$ cat src/rtl/dir_home_ctrl.sv
module dir_home_ctrl #(
  parameter int NPROC = 4,
  parameter int NBLK  = 8,
  parameter int DW    = 16,
  localparam int PW   = (NPROC > 1) ? $clog2(NPROC) : 1,
  localparam int AW   = (NBLK > 1) ? $clog2(NBLK) : 1
) (
  input  logic             clk,
  input  logic             rst_n,
  input  logic             req_valid,
  output logic             req_ready,
  input  logic [1:0]       req_kind,
  input  logic [PW-1:0]    req_src,
  input  logic [AW-1:0]    req_addr,
  input  logic [DW-1:0]    req_data,
  output logic             prb_valid,
  output logic [1:0]       prb_kind,
  output logic [PW-1:0]    prb_dst,
  output logic [AW-1:0]    prb_addr,
  input  logic             ack_valid,
  input  logic [PW-1:0]    ack_src,
  input  logic [DW-1:0]    ack_data,
  output logic             rep_valid,
  output logic [PW-1:0]    rep_dst,
  output logic [AW-1:0]    rep_addr,
  output logic [DW-1:0]    rep_data,
  input  logic [AW-1:0]    look_addr,
  output logic [1:0]       look_state,
  output logic [NPROC-1:0] look_vec
);

  localparam logic [1:0] UNC = 2'b00, SHR = 2'b01, EXC = 2'b10;
  localparam logic [1:0] K_RD = 2'd0, K_WR = 2'd1, K_WB = 2'd2;
  localparam logic [1:0] P_NONE = 2'd0, P_INV = 2'd1, P_FET = 2'd2, P_FINV = 2'd3;

  typedef enum logic [2:0] {S_IDLE, S_EVAL, S_PROBE, S_WAIT, S_REPLY} st_t;
  st_t st;

  logic [1:0]       dstate [NBLK];
  logic [NPROC-1:0] dvec   [NBLK];
  logic [DW-1:0]    mem    [NBLK];

  logic [1:0]       kind_q, pkind;
  logic [PW-1:0]    src_q;
  logic [AW-1:0]    addr_q;
  logic [DW-1:0]    wdata_q, fill, rdata_q;
  logic [NPROC-1:0] pend, owe;

  logic [NPROC-1:0] src_bit, cur_vec, ev_mask, pend_next;
  logic [1:0]       cur_st, ev_kind;
  logic [PW-1:0]    pidx;

  assign src_bit = NPROC'(1) << src_q;
  assign cur_st  = dstate[addr_q];
  assign cur_vec = dvec[addr_q];

  always_comb begin
    ev_mask = '0;
    ev_kind = P_NONE;
    if (kind_q == K_RD && cur_st == EXC) begin
      ev_mask = cur_vec;
      ev_kind = P_FET;
    end else if (kind_q == K_WR && cur_st == SHR) begin
      ev_mask = cur_vec & ~src_bit;
      ev_kind = P_INV;
    end else if (kind_q == K_WR && cur_st == EXC && cur_vec != src_bit) begin
      ev_mask = cur_vec;
      ev_kind = P_FINV;
    end
  end

  always_comb begin
    pidx = '0;
    for (int i = NPROC - 1; i >= 0; i--)
      if (pend[i]) pidx = PW'(i);
  end
  assign pend_next = pend & ~(NPROC'(1) << pidx);

  assign req_ready  = (st == S_IDLE);
  assign prb_valid  = (st == S_PROBE);
  assign prb_kind   = pkind;
  assign prb_dst    = pidx;
  assign prb_addr   = addr_q;
  assign rep_valid  = (st == S_REPLY);
  assign rep_dst    = src_q;
  assign rep_addr   = addr_q;
  assign rep_data   = rdata_q;
  assign look_state = dstate[look_addr];
  assign look_vec   = dvec[look_addr];

  always_ff @(posedge clk) begin
    if (!rst_n) begin
      st      <= S_IDLE;
      kind_q  <= K_RD;
      src_q   <= '0;
      addr_q  <= '0;
      wdata_q <= '0;
      fill    <= '0;
      rdata_q <= '0;
      pend    <= '0;
      owe     <= '0;
      pkind   <= P_NONE;
      for (int b = 0; b < NBLK; b++) begin
        dstate[b] <= UNC;
        dvec[b]   <= '0;
        mem[b]    <= DW'(b);
      end
    end else begin
      if (ack_valid && (st == S_PROBE || st == S_WAIT)) begin
        owe  <= owe & ~(NPROC'(1) << ack_src);
        fill <= ack_data;
      end
      case (st)
        S_IDLE: if (req_valid) begin
          kind_q  <= req_kind;
          src_q   <= req_src;
          addr_q  <= req_addr;
          wdata_q <= req_data;
          st      <= S_EVAL;
        end
        S_EVAL: begin
          if (kind_q == K_RD || kind_q == K_WR) begin
            if (ev_mask != '0) begin
              pend  <= ev_mask;
              owe   <= ev_mask;
              pkind <= ev_kind;
              st    <= S_PROBE;
            end else begin
              rdata_q <= mem[addr_q];
              if (kind_q == K_RD) begin
                dstate[addr_q] <= SHR;
                dvec[addr_q]   <= cur_vec | src_bit;
              end else begin
                dstate[addr_q] <= EXC;
                dvec[addr_q]   <= src_bit;
              end
              st <= S_REPLY;
            end
          end else begin
            if (kind_q == K_WB && cur_st == EXC && cur_vec[src_q]) begin
              mem[addr_q]    <= wdata_q;
              dstate[addr_q] <= UNC;
              dvec[addr_q]   <= '0;
            end
            st <= S_IDLE;
          end
        end
        S_PROBE: begin
          pend <= pend_next;
          if (pend_next == '0) st <= S_WAIT;
        end
        S_WAIT: if (owe == '0) begin
          case (pkind)
            P_FET: begin
              mem[addr_q]    <= fill;
              rdata_q        <= fill;
              dstate[addr_q] <= SHR;
              dvec[addr_q]   <= cur_vec | src_bit;
            end
            P_FINV: begin
              mem[addr_q]    <= fill;
              rdata_q        <= fill;
              dstate[addr_q] <= EXC;
              dvec[addr_q]   <= src_bit;
            end
            default: begin
              rdata_q        <= mem[addr_q];
              dstate[addr_q] <= EXC;
              dvec[addr_q]   <= src_bit;
            end
          endcase
          st <= S_REPLY;
        end
        S_REPLY: st <= S_IDLE;
        default: st <= S_IDLE;
      endcase
    end
  end

  a_r8_busy_after_accept: assert property (@(posedge clk) disable iff (!rst_n)
    (req_valid && req_ready) |=> !req_ready);

  a_r10_reply_pulse: assert property (@(posedge clk) disable iff (!rst_n)
    rep_valid |=> !rep_valid);

  a_r9_probe_ascending: assert property (@(posedge clk) disable iff (!rst_n)
    (prb_valid && $past(prb_valid)) |-> (prb_dst > $past(prb_dst)));

  a_r9_probe_no_reply: assert property (@(posedge clk) disable iff (!rst_n)
    prb_valid |-> (!rep_valid && !req_ready));

  a_r5_no_self_inval: assert property (@(posedge clk) disable iff (!rst_n)
    (prb_valid && prb_kind == P_INV) |-> (prb_dst != rep_dst));

  a_r6_excl_single_owner: assert property (@(posedge clk) disable iff (!rst_n)
    (look_state == EXC) |-> ($countones(look_vec) == 1));

  a_r7_uncached_empty: assert property (@(posedge clk) disable iff (!rst_n)
    (look_state == UNC) |-> (look_vec == '0));

  a_r2_shared_nonempty: assert property (@(posedge clk) disable iff (!rst_n)
    (look_state == SHR) |-> (look_vec != '0));

endmodule

$ cat config.mk
export PLATFORM = sky130hd
export DESIGN_NAME = dir_home_ctrl
export DESIGN_NICKNAME = d
export VERILOG_FILES = /design/src/rtl/dir_home_ctrl.sv
export SDC_FILE = /design/constraint.sdc
export NUM_CORES = 1
export LEC_CHECK = 0
export BUFFER_PORTS_ARGS = -buffer_cell sky130_fd_sc_hd__buf_2
export CAP_MARGIN = 20
export CORE_ASPECT_RATIO = 0.5
export CORE_MARGIN = 1
export CORE_UTILIZATION = 39
export CTS_BUF_LIST = sky130_fd_sc_hd__clkbuf_4 sky130_fd_sc_hd__clkbuf_8
export DETAILED_ROUTE_END_ITERATION = 7
export GPL_ROUTABILITY_DRIVEN = 0
export SLEW_MARGIN = 0
export SYNTH_ARGS = -nofsm -noshare
export SYNTH_HDL_FRONTEND = slang
export SYNTH_SLANG_ARGS = --single-unit
$ cat constraint.sdc
create_clock -name clk -period 4.2 [get_ports clk]
set_input_delay 0 -clock clk [delete_from_list [all_inputs] [get_ports clk]]
set_output_delay 0 -clock clk [all_outputs]
set_load 0.02 [all_outputs]
# After elaboration in Yosys (flattened, before gate mapping)
# Memories as Yosys holds them, arrays and structs flattened. A register that Yosys moved wholly into a read port is not among the register bits.
# Index checks and enable logic that the tools add are counted.
[classes]
n_lt_le_gt_ge = 1
n_eq_ne = 17
shifts = 3
mux = 90
bitwise_logic = 19
reduce_logical = 25
[op_table]
columns = ["operator", "n"]
rows = [
  ["$mux 16", 7],
  ["$mux 4", 15],
  ["$mux 3", 14],
  ["$mux 1", 37],
  ["$pmux 16 s2", 1],
  ["$mux 2", 13],
  ["$reduce_or 16->1", 1],
  ["$and 4x4->4", 3],
  ["$not 4->4", 3],
  ["$or 1x1->1", 12],
  ["$pmux 3 s4", 1],
  ["$shl 1x2->4 const A", 3],
  ["$reduce_and 3->1", 3],
  ["$eq 2x2->1 const B", 4],
  ["$logic_not 4->1", 2],
  ["$ne 2x2->1 const B", 4],
  ["$pmux 4 s2", 1],
  ["$logic_and 1x1->1", 7],
  ["$eq 3x2->1 const B", 2],
  ["$eq 2x1->1 const B", 2],
  ["$ne 2x1->1 const B", 2],
  ["$ne 4x4->1", 1],
  ["$or 4x4->4", 1],
  ["$reduce_and 4->1", 1],
  ["other kinds (12)", 15],
]
[word_totals]
ff_bits = 68
ram_bits = 176
wordCells = 168
memories = 3
[mem_list]
columns = ["memory", "depth", "word_bits", "read_ports", "rd_clocked_by_memory_dff", "write_ports", "line_no", "text"]
rows = [
  ["mem", 8, 16, 1, 1, 8, "41", "logic [DW-1:0] mem [NBLK];"],
  ["dvec", 8, 4, 2, 1, 8, "40", "logic [NPROC-1:0] dvec [NBLK];"],
  ["dstate", 8, 2, 2, 1, 8, "39", "logic [1:0] dstate [NBLK];"],
]

# Depth between registers and ports, before layout
[logic_depth]
depth_word = 19
depth_mapped = 13
mapped_depth_nobuf = 10

# Least setup slack after synthesis
# OpenSTA, ideal clock, no wires.
[synth_timing]
path_kind = "register to register"
start = "reg (tool-made name)"
end = "mem mem[0][0], enable pin"
setup_ps = 364
arrival_time_ps = 3037
path_slack_ps = 799
stages_incl_launch_ff = 12
path_cell_list = "dfxtp_1 > buf_6 > buf_6 > mux4_2 > mux2i_4 > inv_2 > mux4_2 > and3_4 > buf_6 > o21ai_1 > buf_2 > nand2_1"
[synth_lines]
columns = ["element", "line_no"]
rows = [
  ["to (decl)", "41"],
]

==> out/metrics.cfg <==
[route]
routed_wl_mm=30.1
wl_per_cell_um=19.9
vias=8109
detail-route-antenna-nets=0
vias_per_cell=5.37
drc=0
drtIter0Drc=600
drt-pass1-iter-count=7

[clock_network]
clk_pin_slew_worst_paths_ps=70
htreeDepth=2
clockRootBuffer=clkbuf_8
cts_buffers=39
cts.path.max_buffers=3
cts_tree=done
clkSinkCount=247
clk_latency_ps=550

[worst_setup_path]
cp_num_cells=10
r2r_end=dvec[6][1]$_SDFFCE_PN0P_
path_buf_inv=1
worst_path_most_repeated_cell=a21oi_1
path_cells=buf_4 -> mux4_2 -> mux2i_4 -> ha_1 -> nor4_1 -> a21oi_1 -> and3_1 -> a221oi_1 -> or4_1 -> a21oi_1
slowest_stage=a221oi_1
cp_top_family=simple AND/OR/NAND/NOR gates
worst_r2r_path_depth=10
worstSetupPathType=flip-flop to flip-flop
critPathCaptureType=flip-flop
crit_required_ps=4480
slowest_delay_ps=660
critPathArrivalTime_ps=4230
crit_path_start_kind=flip-flop
critPathMaxFanout=10
rrSetupSlack_ps=250

[place]
hpwl_mm=20.0
portBuffers=84
place_ws_ps=198

[sta]
tightest_slew_ps=1030
finalSetupViolations=0
finalCriticalPeriod_ps=3950
hold_viol=0
slew_headroom_pct=31.3
max_freq_ghz=0.253
final.setup_skew_ps=14.6
finalCritPeriodShare_pct=94.1
tns_ps=0
setup_slack_ps=248
slew_viol_final=0
rsz0062_at_grt=no

[layout]
antenna_cells=0
nets=1153
drive_above_1_share_pct=24.4
nFillCells=2547
final_util_pct=48.4
syn_to_final_growth_pct=19.4

[global_route]
grt_pass1_wl_mm=45.9
grt_pass1_vias=8171
grt_max_degree=59
grt_use_total_pct=20.3
antenna_found_initial=0
grt.overflow.total=0

[worst_hold_path]
hp-start=ack_valid
min_to=fill[12]$_SDFFE_PN0P_
min_path_type=primary input to flip-flop
whs_path_depth=4

[synthesis]
netlist.area_leader.share_pct=46.1
synthCells=951
synth_top_area_cell=edfxtp_1
synth_cell_type_count=54
ys_ff_latch=247
syn_area_per_cell_sq_um=12.1
synth_edf_count=176
yosysMostFrequentCell=edfxtp_1
syn_nets=1007
synth.yosys.seq_area_share_pct=58.5
ys.flop_type=edfxtp_1
async_flop_share_pct=0
synth_common_cells=edfxtp_1, nor2_1, nand2_1, a21oi_1, dfxtp_1
synth_area_leaders=edfxtp_1, dfxtp_1, mux4_2
syn-cell-area_sq_um=11500
yosysWarnings=0

[floorplanning]
start_util_pct=40.5
die_area_sq_um=30100
die_w_um=245
core_sq_um=28300
fp.dieH_um=123
io_pins=85
rows=43

[power]
ir_drop_uv=204
leakagePower_nw=4.92
p_per_area_nw_per_um2=408

[outcome]
outcome=completed

[job]
maxCapViolCount=0

cell families (layout without fill, tap and decap cells):
group	after synthesis	after routing	synth area share, %
fa+ha+maj	9	9	0.960
flops	247	247	58.5
buf+inv	74	250	2.98
compound gates	151	151	7.69
mux	117	117	16.6
simple gates	353	353	13.3
worst register-to-register path, stage by stage, from the launching register on:
cell,delay [ps]
dfxtp_2,530
buf_4,210
mux4_2,520
mux2i_4,230
ha_1,290
nor4_1,320
a21oi_1,110
and3_1,300
a221oi_1,660
or4_1,380
a21oi_1,120
per-layer routing:
metal	global-route usage [%]	vias up	share of wire [%]
met3	3.67	42	5.4
met1	25.5	4044	42
li1	-	3791	-
met4	6.37	0	1.9
met5	0	-	0
met2	35.8	232	50
power by group:
group,total [mW],switching (mW),internal [mW]
Clock,2.17,0.969,1.20
Combinational,0.660,0.386,0.274
Sequential,2.76,0.0617,2.69
area by class of cell:
cell class              instances  area, sq um  share of cell area, %
repair buffers                170         1230                   8.95
flip-flops and latches        247         6710                   49.0
clock inverters                11          109                  0.795
well taps                     382          478                   3.49
clock buffers                  60          707                   5.16
multi-input cells             630         4430                   32.4
inverters                       9         33.8                  0.247
timing repair:
action / 4_1_cts / 5_1_grt
setup buffers: 0 / 1
hold endpoints to repair: 49 / 0
gates resized for setup: 0 / 1
hold buffers: 44 / 0
endpoints found under the setup margin: 0 / 25
state kept, by name (all words and copies together), names as in the netlist, 4 cells and up, named ones only:
name      cells
dstate       16
dvec         32
fill         16
mem         128
owe           4
pend          4
rep_data     16
wdata_q      16
metrics by stage:
step,hold slack [ps],instances,area [sq um],power (mW)
after global placement,247,1393,12400,3.42
final,177,1509,13700,5.59
after CTS,146,1508,13700,5.63
after detailed placement,252,1393,12400,3.44
after floorplan,136,951,11500,3.22
after global routing,204,1509,13700,5.80
how the worst max path moves through the flow:
stage,endpoint,from
final,dvec[6][1]$_SDFFCE_PN0P_,flip-flop
after global routing,dvec[6][1]$_SDFFCE_PN0P_,flip-flop
after CTS,dstate[0][0]$_SDFFCE_PN0P_,flip-flop
after detailed placement,dstate[0][0]$_SDFFCE_PN0P_,flip-flop
after global placement,dvec[6][3]$_SDFFCE_PN0P_,flip-flop
after floorplan,mem[0][0]$_SDFFCE_PN0P_,flip-flop
cells in the final DEF (no fill, tap or decap), types with 3 or more instances in the layout:
master | netlist | final
clkinv_2 | 0 | 3
o21ai_0 | 13 | 13
mux4_2 | 57 | 57
a21o_1 | 5 | 5
mux2_2 | 7 | 7
buf_4 | 3 | 38
nand3_1 | 8 | 8
buf_12 | 0 | 4
nor2_1 | 142 | 141
nor3b_1 | 5 | 5
dlygate4sd3_1 | 0 | 44
a21oi_1 | 86 | 86
edfxtp_1 | 176 | 176
dfxtp_1 | 71 | 69
mux2i_1 | 52 | 52
nor4_1 | 3 | 3
ha_1 | 8 | 8
buf_2 | 12 | 84
and3_1 | 4 | 4
a22oi_1 | 3 | 3
nand2_1 | 140 | 140
or4_1 | 4 | 4
and2_1 | 4 | 4
inv_1 | 7 | 7
nor3_1 | 8 | 8
o21a_1 | 5 | 5
clkinv_1 | 0 | 3
clkbuf_8 | 0 | 41
o211ai_1 | 17 | 17
nand2b_1 | 16 | 16
nor2b_1 | 3 | 3
o21ai_1 | 8 | 8
or3b_2 | 3 | 3
clkbuf_4 | 0 | 19
(Power assumes the default switching activity.)
